===== src/rtl/mbox_pkg.sv =====
package mbox_pkg;

  // Control register bit positions
  localparam int CTL_EXEC   = 15;
  localparam int CTL_WRITE  = 14;
  localparam int CTL_CRCCLR = 12;
  localparam int CTL_BUSY   = 8;
  localparam int CTL_OVF    = 0;

  // Register selects, value = offset from the base address
  typedef enum logic [2:0] {
    SEL_CTRL = 3'd0,
    SEL_CRC  = 3'd1,
    SEL_AHI  = 3'd2,
    SEL_ALO  = 3'd3,
    SEL_DHI  = 3'd4,
    SEL_DLO  = 3'd5,
    SEL_NONE = 3'd7
  } reg_sel_e;

  localparam int NUM_REGS = 6;

endpackage


===== src/rtl/mbox_regs.sv =====
module mbox_regs
  import mbox_pkg::*;
#(
  parameter int              REG_W = 16,
  parameter int              RA_W  = 16,
  parameter logic [RA_W-1:0] BASE  = 16'h0200
) (
  input  logic               clk,
  input  logic               rst_n,
  input  logic               reg_wr,
  input  logic               reg_rd,
  input  logic [RA_W-1:0]    reg_addr,
  input  logic [REG_W-1:0]   reg_wdata,
  output logic [REG_W-1:0]   reg_rdata,
  input  logic               busy,
  input  logic [REG_W-1:0]   crc_val,
  output logic               commit,
  output logic               crc_clr,
  output logic [2*REG_W-1:0] word_addr,
  output logic [2*REG_W-1:0] data_word,
  output logic               ovf_flag
);

  localparam int AW = 2 * REG_W;
  localparam logic [REG_W-1:0] ALIGN_MASK = ~REG_W'(3);

  reg_sel_e         sel;
  logic [RA_W-1:0]  off;
  logic             wr_ctrl, wr_ahi, wr_alo, wr_dhi, wr_dlo;
  logic             both_bits, ovf_set, ovf_clr;

  logic [REG_W-1:0] ahi_q, alo_q, dhi_q, dlo_q;
  logic [REG_W-1:0] alo_nxt;
  logic [AW-1:0]    cnt_q, cnt_nxt;
  logic             cnt_en;
  logic             ovf_q, ovf_nxt, ovf_en;

  // Address decode
  assign off = reg_addr - BASE;

  always_comb begin
    sel = SEL_NONE;
    if (reg_addr >= BASE && off < RA_W'(NUM_REGS))
      sel = reg_sel_e'(off[2:0]);
  end

  assign wr_ctrl = reg_wr && (sel == SEL_CTRL);
  assign wr_ahi  = reg_wr && (sel == SEL_AHI);
  assign wr_alo  = reg_wr && (sel == SEL_ALO);
  assign wr_dhi  = reg_wr && (sel == SEL_DHI);
  assign wr_dlo  = reg_wr && (sel == SEL_DLO);

  assign both_bits = reg_wdata[CTL_EXEC] && reg_wdata[CTL_WRITE];
  assign commit    = wr_ctrl && both_bits && !busy;
  assign crc_clr   = wr_ctrl && reg_wdata[CTL_CRCCLR] && !busy;
  assign ovf_set   = wr_ctrl && both_bits && busy;
  assign ovf_clr   = reg_rd && (sel == SEL_CTRL);

  // Next-state logic
  assign alo_nxt = reg_wdata & ALIGN_MASK;

  always_comb begin
    cnt_nxt = cnt_q;
    cnt_en  = 1'b0;
    if (wr_ahi) begin
      cnt_nxt = {reg_wdata, alo_q};
      cnt_en  = 1'b1;
    end else if (wr_alo) begin
      cnt_nxt = {ahi_q, alo_nxt};
      cnt_en  = 1'b1;
    end else if (commit) begin
      cnt_nxt = cnt_q + AW'(4);
      cnt_en  = 1'b1;
    end
  end

  always_comb begin
    ovf_nxt = ovf_q;
    ovf_en  = 1'b0;
    if (ovf_set) begin
      ovf_nxt = 1'b1;
      ovf_en  = 1'b1;
    end else if (ovf_clr) begin
      ovf_nxt = 1'b0;
      ovf_en  = 1'b1;
    end
  end

  // Registers
  always_ff @(posedge clk or negedge rst_n) begin
    if (!rst_n) begin
      ahi_q <= '0;
      alo_q <= '0;
      dhi_q <= '0;
      dlo_q <= '0;
      cnt_q <= '0;
      ovf_q <= 1'b0;
    end else begin
      if (wr_ahi) ahi_q <= reg_wdata;
      if (wr_alo) alo_q <= alo_nxt;
      if (wr_dhi) dhi_q <= reg_wdata;
      if (wr_dlo) dlo_q <= reg_wdata;
      if (cnt_en) cnt_q <= cnt_nxt;
      if (ovf_en) ovf_q <= ovf_nxt;
    end
  end

  // Read mux
  always_comb begin
    reg_rdata = '0;
    case (sel)
      SEL_CTRL: begin
        reg_rdata[CTL_BUSY] = busy;
        reg_rdata[CTL_OVF]  = ovf_q;
      end
      SEL_CRC:  reg_rdata = crc_val;
      SEL_AHI:  reg_rdata = ahi_q;
      SEL_ALO:  reg_rdata = alo_q;
      SEL_DHI:  reg_rdata = dhi_q;
      SEL_DLO:  reg_rdata = dlo_q;
      default:  reg_rdata = '0;
    endcase
  end

  assign word_addr = cnt_q;
  assign data_word = {dhi_q, dlo_q};
  assign ovf_flag  = ovf_q;

endmodule


===== src/rtl/mbox_launch.sv =====
module mbox_launch #(
  parameter int AW = 32,
  parameter int DW = 32
) (
  input  logic          clk,
  input  logic          rst_n,
  input  logic          commit,
  input  logic [AW-1:0] word_addr,
  input  logic [DW-1:0] data_word,
  output logic          mem_valid,
  input  logic          mem_ready,
  output logic [AW-1:0] mem_addr,
  output logic [DW-1:0] mem_data
);

  logic          vld_q, vld_nxt;
  logic [AW-1:0] addr_q;
  logic [DW-1:0] data_q;

  always_comb begin
    vld_nxt = vld_q;
    if (commit)
      vld_nxt = 1'b1;
    else if (vld_q && mem_ready)
      vld_nxt = 1'b0;
  end

  always_ff @(posedge clk or negedge rst_n) begin
    if (!rst_n) begin
      vld_q  <= 1'b0;
      addr_q <= '0;
      data_q <= '0;
    end else begin
      vld_q <= vld_nxt;
      if (commit) begin
        addr_q <= word_addr;
        data_q <= data_word;
      end
    end
  end

  assign mem_valid = vld_q;
  assign mem_addr  = addr_q;
  assign mem_data  = data_q;

endmodule


===== src/rtl/mbox_crc.sv =====
module mbox_crc #(
  parameter int             CW   = 16,
  parameter int             DW   = 32,
  parameter logic [CW-1:0]  POLY = 16'h1021
) (
  input  logic          clk,
  input  logic          rst_n,
  input  logic          clr,
  input  logic          start,
  input  logic [DW-1:0] word,
  output logic [CW-1:0] crc,
  output logic          active
);

  localparam int CNT_W = $clog2(DW + 1);

  logic [CW-1:0]    crc_q, crc_nxt;
  logic [DW-1:0]    sh_q, sh_nxt;
  logic [CNT_W-1:0] cnt_q, cnt_nxt;
  logic             fb;
  logic             run;

  assign run = (cnt_q != '0);
  assign fb  = crc_q[CW-1] ^ sh_q[DW-1];

  always_comb begin
    crc_nxt = crc_q;
    sh_nxt  = sh_q;
    cnt_nxt = cnt_q;
    if (run) begin
      crc_nxt = {crc_q[CW-2:0], 1'b0} ^ (fb ? POLY : '0);
      sh_nxt  = {sh_q[DW-2:0], 1'b0};
      cnt_nxt = cnt_q - CNT_W'(1);
    end
    if (clr)
      crc_nxt = '0;
    if (start) begin
      sh_nxt  = word;
      cnt_nxt = CNT_W'(DW);
    end
  end

  always_ff @(posedge clk or negedge rst_n) begin
    if (!rst_n) begin
      crc_q <= '0;
      sh_q  <= '0;
      cnt_q <= '0;
    end else begin
      if (run || clr)   crc_q <= crc_nxt;
      if (run || start) sh_q  <= sh_nxt;
      if (run || start) cnt_q <= cnt_nxt;
    end
  end

  assign crc    = crc_q;
  assign active = run;

endmodule


===== src/rtl/wordload_mailbox.sv =====
module wordload_mailbox #(
  parameter int              REG_W = 16,
  parameter int              RA_W  = 16,
  parameter logic [RA_W-1:0] BASE  = 16'h0200,
  parameter logic [REG_W-1:0] POLY = 16'h1021
) (
  input  logic               clk,
  input  logic               rst_n,
  input  logic               reg_wr,
  input  logic               reg_rd,
  input  logic [RA_W-1:0]    reg_addr,
  input  logic [REG_W-1:0]   reg_wdata,
  output logic [REG_W-1:0]   reg_rdata,
  output logic               mem_valid,
  input  logic               mem_ready,
  output logic [2*REG_W-1:0] mem_addr,
  output logic [2*REG_W-1:0] mem_data
);

  localparam int AW = 2 * REG_W;
  localparam int DW = 2 * REG_W;

  logic          busy;
  logic          commit;
  logic          crc_clr;
  logic          crc_active;
  logic          ovf_flag;
  logic [REG_W-1:0] crc_val;
  logic [AW-1:0] word_addr;
  logic [DW-1:0] data_word;

  assign busy = mem_valid | crc_active;

  mbox_regs #(.REG_W(REG_W), .RA_W(RA_W), .BASE(BASE)) u_regs (
    .clk       (clk),
    .rst_n     (rst_n),
    .reg_wr    (reg_wr),
    .reg_rd    (reg_rd),
    .reg_addr  (reg_addr),
    .reg_wdata (reg_wdata),
    .reg_rdata (reg_rdata),
    .busy      (busy),
    .crc_val   (crc_val),
    .commit    (commit),
    .crc_clr   (crc_clr),
    .word_addr (word_addr),
    .data_word (data_word),
    .ovf_flag  (ovf_flag)
  );

  mbox_launch #(.AW(AW), .DW(DW)) u_launch (
    .clk       (clk),
    .rst_n     (rst_n),
    .commit    (commit),
    .word_addr (word_addr),
    .data_word (data_word),
    .mem_valid (mem_valid),
    .mem_ready (mem_ready),
    .mem_addr  (mem_addr),
    .mem_data  (mem_data)
  );

  mbox_crc #(.CW(REG_W), .DW(DW), .POLY(POLY)) u_crc (
    .clk    (clk),
    .rst_n  (rst_n),
    .clr    (crc_clr),
    .start  (commit),
    .word   (data_word),
    .crc    (crc_val),
    .active (crc_active)
  );

endmodule


===== config.mk =====
export PLATFORM = sky130hd
export DESIGN_NAME = wordload_mailbox
export DESIGN_NICKNAME = d
export VERILOG_FILES = /design/src/rtl/mbox_pkg.sv /design/src/rtl/mbox_regs.sv /design/src/rtl/mbox_launch.sv /design/src/rtl/mbox_crc.sv /design/src/rtl/wordload_mailbox.sv
export SDC_FILE = /design/constraint.sdc
export NUM_CORES = 1
export LEC_CHECK = 0
export CORE_UTILIZATION = 40
export DETAILED_ROUTE_END_ITERATION = 7
export DONT_BUFFER_PORTS = 1
export PLACE_DENSITY = 0.61
export SLEW_MARGIN = 20
export SYNTH_ARGS = -nofsm -noshare
export SYNTH_HDL_FRONTEND = slang
export SYNTH_HIERARCHICAL = 1
export SYNTH_SLANG_ARGS = --single-unit

===== constraint.sdc =====
create_clock -name clk -period 4.1 [get_ports clk]
set_clock_uncertainty 0.05 [all_clocks]
set_input_delay 0.82 -clock clk [delete_from_list [all_inputs] [get_ports clk]]
set_output_delay 0.82 -clock clk [all_outputs]
set_load 0.02 [all_outputs]

==> impl_results.md <==
- Status: finished, violations left
- Failing checks: design-rule violations, negative hold slack
- GP Congestion: roughly 0.86
- Largest net degree at the start of global routing: 213
- DPL Wire Length: around 21 mm
- Critical Setup Path Class: input pin to output port
- Final Hold Viols: 73
- Worst-margin pin slew: 863 ps
- Relative slew slack: a little over two fifths
- Fill count: 2,404
- CTS resizes: 0
- WHS: -46.6 ps
- Residual DRC: 7
- Setup Fix Bufs, Post-CTS: 0
- Maximum level of the CTS H-tree: 1
- Layout cells sized above 1: a little under a quarter
- Most used DFF post-synth: dfrtp_1
- Worst skew pair latency: 520 ps
- Remaining global-route overflow: 0
- EDFF count, synth: 0
- CTS Buf Count: 24
- Number of routed nets with antenna violations: 0
- Clock Pin Slew Worst Setup and Hold Paths: 60 ps
- Setup WS pre-CTS: between 200 and 250 ps
- DRT Wirelength: roughly 31 mm
- Average wire per standard cell: between 20 and 25 um
- CTS Buffer Depth: 3
- Max FO, Critical Path: 12
- Multi-input gate area: 0.00512 mm^2
- RSZ-0062 raised after global routing: false
- Non-filler cells, final: roughly 1,300
- Placed instance count: ~1,300
- Period minus WS final: between 3000 and 4000 ps
- Setup TNS: 0 ps
- Vias per Instance: ~6.1
- Achievable frequency: approximately 250 MHz
- Sequential cell area fraction in the yosys report: 49.0%
- Setup violations, final: 0
- Die ar.: 0.0277 mm^2
- Yosys warnings: 6
- Seq cells post-synth: roughly 210
- First-iteration detailed-routing DRC count: between 700 and 800
- Layout area overhead: 11.3%
- VDD IR max: between 200 and 300 uV
- Die X: 167 um
- Total Nets Final: 1,001
- Vert. Die Dim: roughly 170 um
- Async set-or-reset flop fraction in the synthesized netlist: 100%
- Clock Sink Count: between 200 and 250
- GRT Resource Usage Total: between 20% and 30%
- Synth Instances: just under 1,000
- Final Max Tran Viols: 0
- Critical path launch point type: input pin
- Row count: 59
- Vias: 8,051
- DP Area: 0.0112 mm^2
- Pwr per Cell Area: about 440 mW/mm^2
- Avg Inst Size Synth: roughly 11 um^2
- Vias in the first global route: 7,753
- Setup WS post-layout: about 170 ps
- Max Cap Viol: 0
- Initial Util: between 40% and 50%
- Port Buf Inserts: 0
- Worst endpoint required time: 3230 ps
- Sequential cell area: about 0.0053 mm^2
- N_diodes: 0
- Final Instance Area: 0.0120 mm^2
- Static leakage: roughly 5.4 nW
- Netlist Area Pre-Place: about 0.011 mm^2
- DR pass1 iterations: 7
- CTS tree: built
- Fin crit share: a little over nine tenths
- I/O pin total: about 120
- Worst hold path type: input pin to asynchronous set/reset pin
- CP endpoint kind: output port
- Core area: around 0.026 mm^2
- Global-route wire length before repair: roughly 47 mm
- Synth cell types: 68
- Initial antenna violation count: 0
- WP data arrival: roughly 3100 ps
- Root buf cell: clkbuf_16
==> per-stage QoR <==
stage | total power, mW | hold WS [ps] | util, %
3_3_place_gp | 3.02 | 418 | 42.5
6_report | 5.34 | -46.6 | 45.8
2_1_floorplan | 2.86 | 397 | -
4_1_cts | 5.38 | -65.1 | 45.8
5_1_grt | 5.54 | -72.7 | 45.8
3_5_place_dp | 3.02 | 429 | 42.5
==> Yosys cell counts, drive strengths merged, types with 5 or more instances <==
| cell type | number | area share (%) |
|---|---|---|
| nor3 | 20 | 1.1 |
| or4 | 6 | 0.45 |
| xnor2 | 8 | 0.65 |
| o22ai | 5 | 0.29 |
| inv | 13 | 0.45 |
| o31ai | 7 | 0.53 |
| nor4 | 9 | 0.58 |
| a2bb2oi | 35 | 2.8 |
| nand3 | 29 | 1.4 |
| mux2i | 38 | 3.5 |
| nand2b | 7 | 0.40 |
| buf | 34 | 2.1 |
| a31oi | 36 | 2.1 |
| clkbuf | 41 | 1.4 |
| a22o | 13 | 1.1 |
| nor2 | 41 | 1.5 |
| a211oi | 10 | 0.79 |
| a22oi | 5 | 0.35 |
| a21oi | 65 | 3.0 |
| nor2b | 10 | 0.58 |
| mux2 | 130 | 15 |
| nand2 | 50 | 1.7 |
| nand4 | 15 | 0.87 |
| dfrtp | 212 | 49 |
| o21ai | 80 | 3.7 |
==> power by group <==
| part | switching (mW) | leakage (nW) | total [mW] | internal, mW |
|---|---|---|---|---|
| sequential | 0.0848 | 2.92 | 2.26 | 2.18 |
| clock | 0.885 | 0.432 | 2.34 | 1.45 |
| combinational | 0.516 | 2.04 | 0.736 | 0.221 |
==> area by class of cell <==
type | count | share of cell area (%)
sequential | 212 | 44.0
multi-input combinational | 675 | 42.5
clock buffer | 35 | 6.17
tap | 335 | 3.48
timing repair buffer | 34 | 2.33
clock inverter | 9 | 1.11
inverter | 13 | 0.405
==> sequential cells by signal, indices dropped and copies added, names as in the netlist <==
signal	count
u_regs/word_addr	30
u_regs/dlo_q	16
u_launch/mem_valid	1
u_regs/alo_q	14
u_launch/mem_data	32
u_crc/sh_q	32
u_regs/ovf_flag	1
u_regs/ahi_q	16
u_crc/crc	16
u_launch/mem_addr	32
u_crc/cnt_q	6
u_regs/dhi_q	16
==> critical path: stages <==
cell,delay [ps]
inv_1,20
ha_1,240
xnor2_1,250
nand3_2,110
or3_1,480
nand2b_1,470
o32ai_1,420
buf_4,240
==> cells in the final DEF (no fill, tap or decap), types with 15 or more instances in the layout <==
master / instances
clkbuf_16: 25
a31oi_1: 36
nand2_1: 50
buf_4: 32
mux2_2: 79
mux2_4: 49
a2bb2oi_1: 35
dfrtp_1: 212
nand4_1: 15
a21oi_1: 65
mux2i_1: 38
nor2_1: 37
o21ai_0: 79
nor3_1: 17
nand3_1: 27
==> worst paths after layout <==
check	from	end	slack, ps	depth (start not counted)
worst max-delay path	reg_addr[9]	reg_rdata[3]	170	8
worst min register to register	u_regs/ovf_flag$_DFFE_PN0P_	u_regs/ovf_flag$_DFFE_PN0P_	440	2
worst max register to register	u_crc/cnt_q[2]$_DFFE_PN0P_	u_launch/mem_data[31]$_DFFE_PN0P_	650	8
worst min-delay path	rst_n	u_crc/cnt_q[5]$_DFFE_PN0P_	-50	0
min in group clk	reg_wdata[2]	u_regs/ahi_q[2]$_DFFE_PN0P_	390	1
max in group asynchronous	rst_n	u_launch/mem_addr[30]$_DFFE_PN0P_	3690	0
==> logic make-up (layout without fill, tap and decap cells) <==
family | Yosys count | in the layout | share of synthesized area [%]
and+or+nand+nor | 212 | 212 | 10.5
buffers and inverters | 88 | 91 | 4.01
DFF | 212 | 212 | 49.0
xor gates and xnor gates | 10 | 10 | 0.809
AOI/OAI and AO/OA | 279 | 279 | 16.4
muxes | 168 | 168 | 18.7
adders and majority gates | 4 | 4 | 0.462
other | 1 | 2 | 0.0346
==> metal layers <==
layer  up-vias  track usage (%)  share of wire [%]
met2       335             32.2                 43
met4         0             6.32                2.3
met3        33             5.66                9.2
met5         -                0                  0
li1       3610                -                  -
met1      4073             32.0                 45
Note: power is estimated with default switching activity, not from simulation.
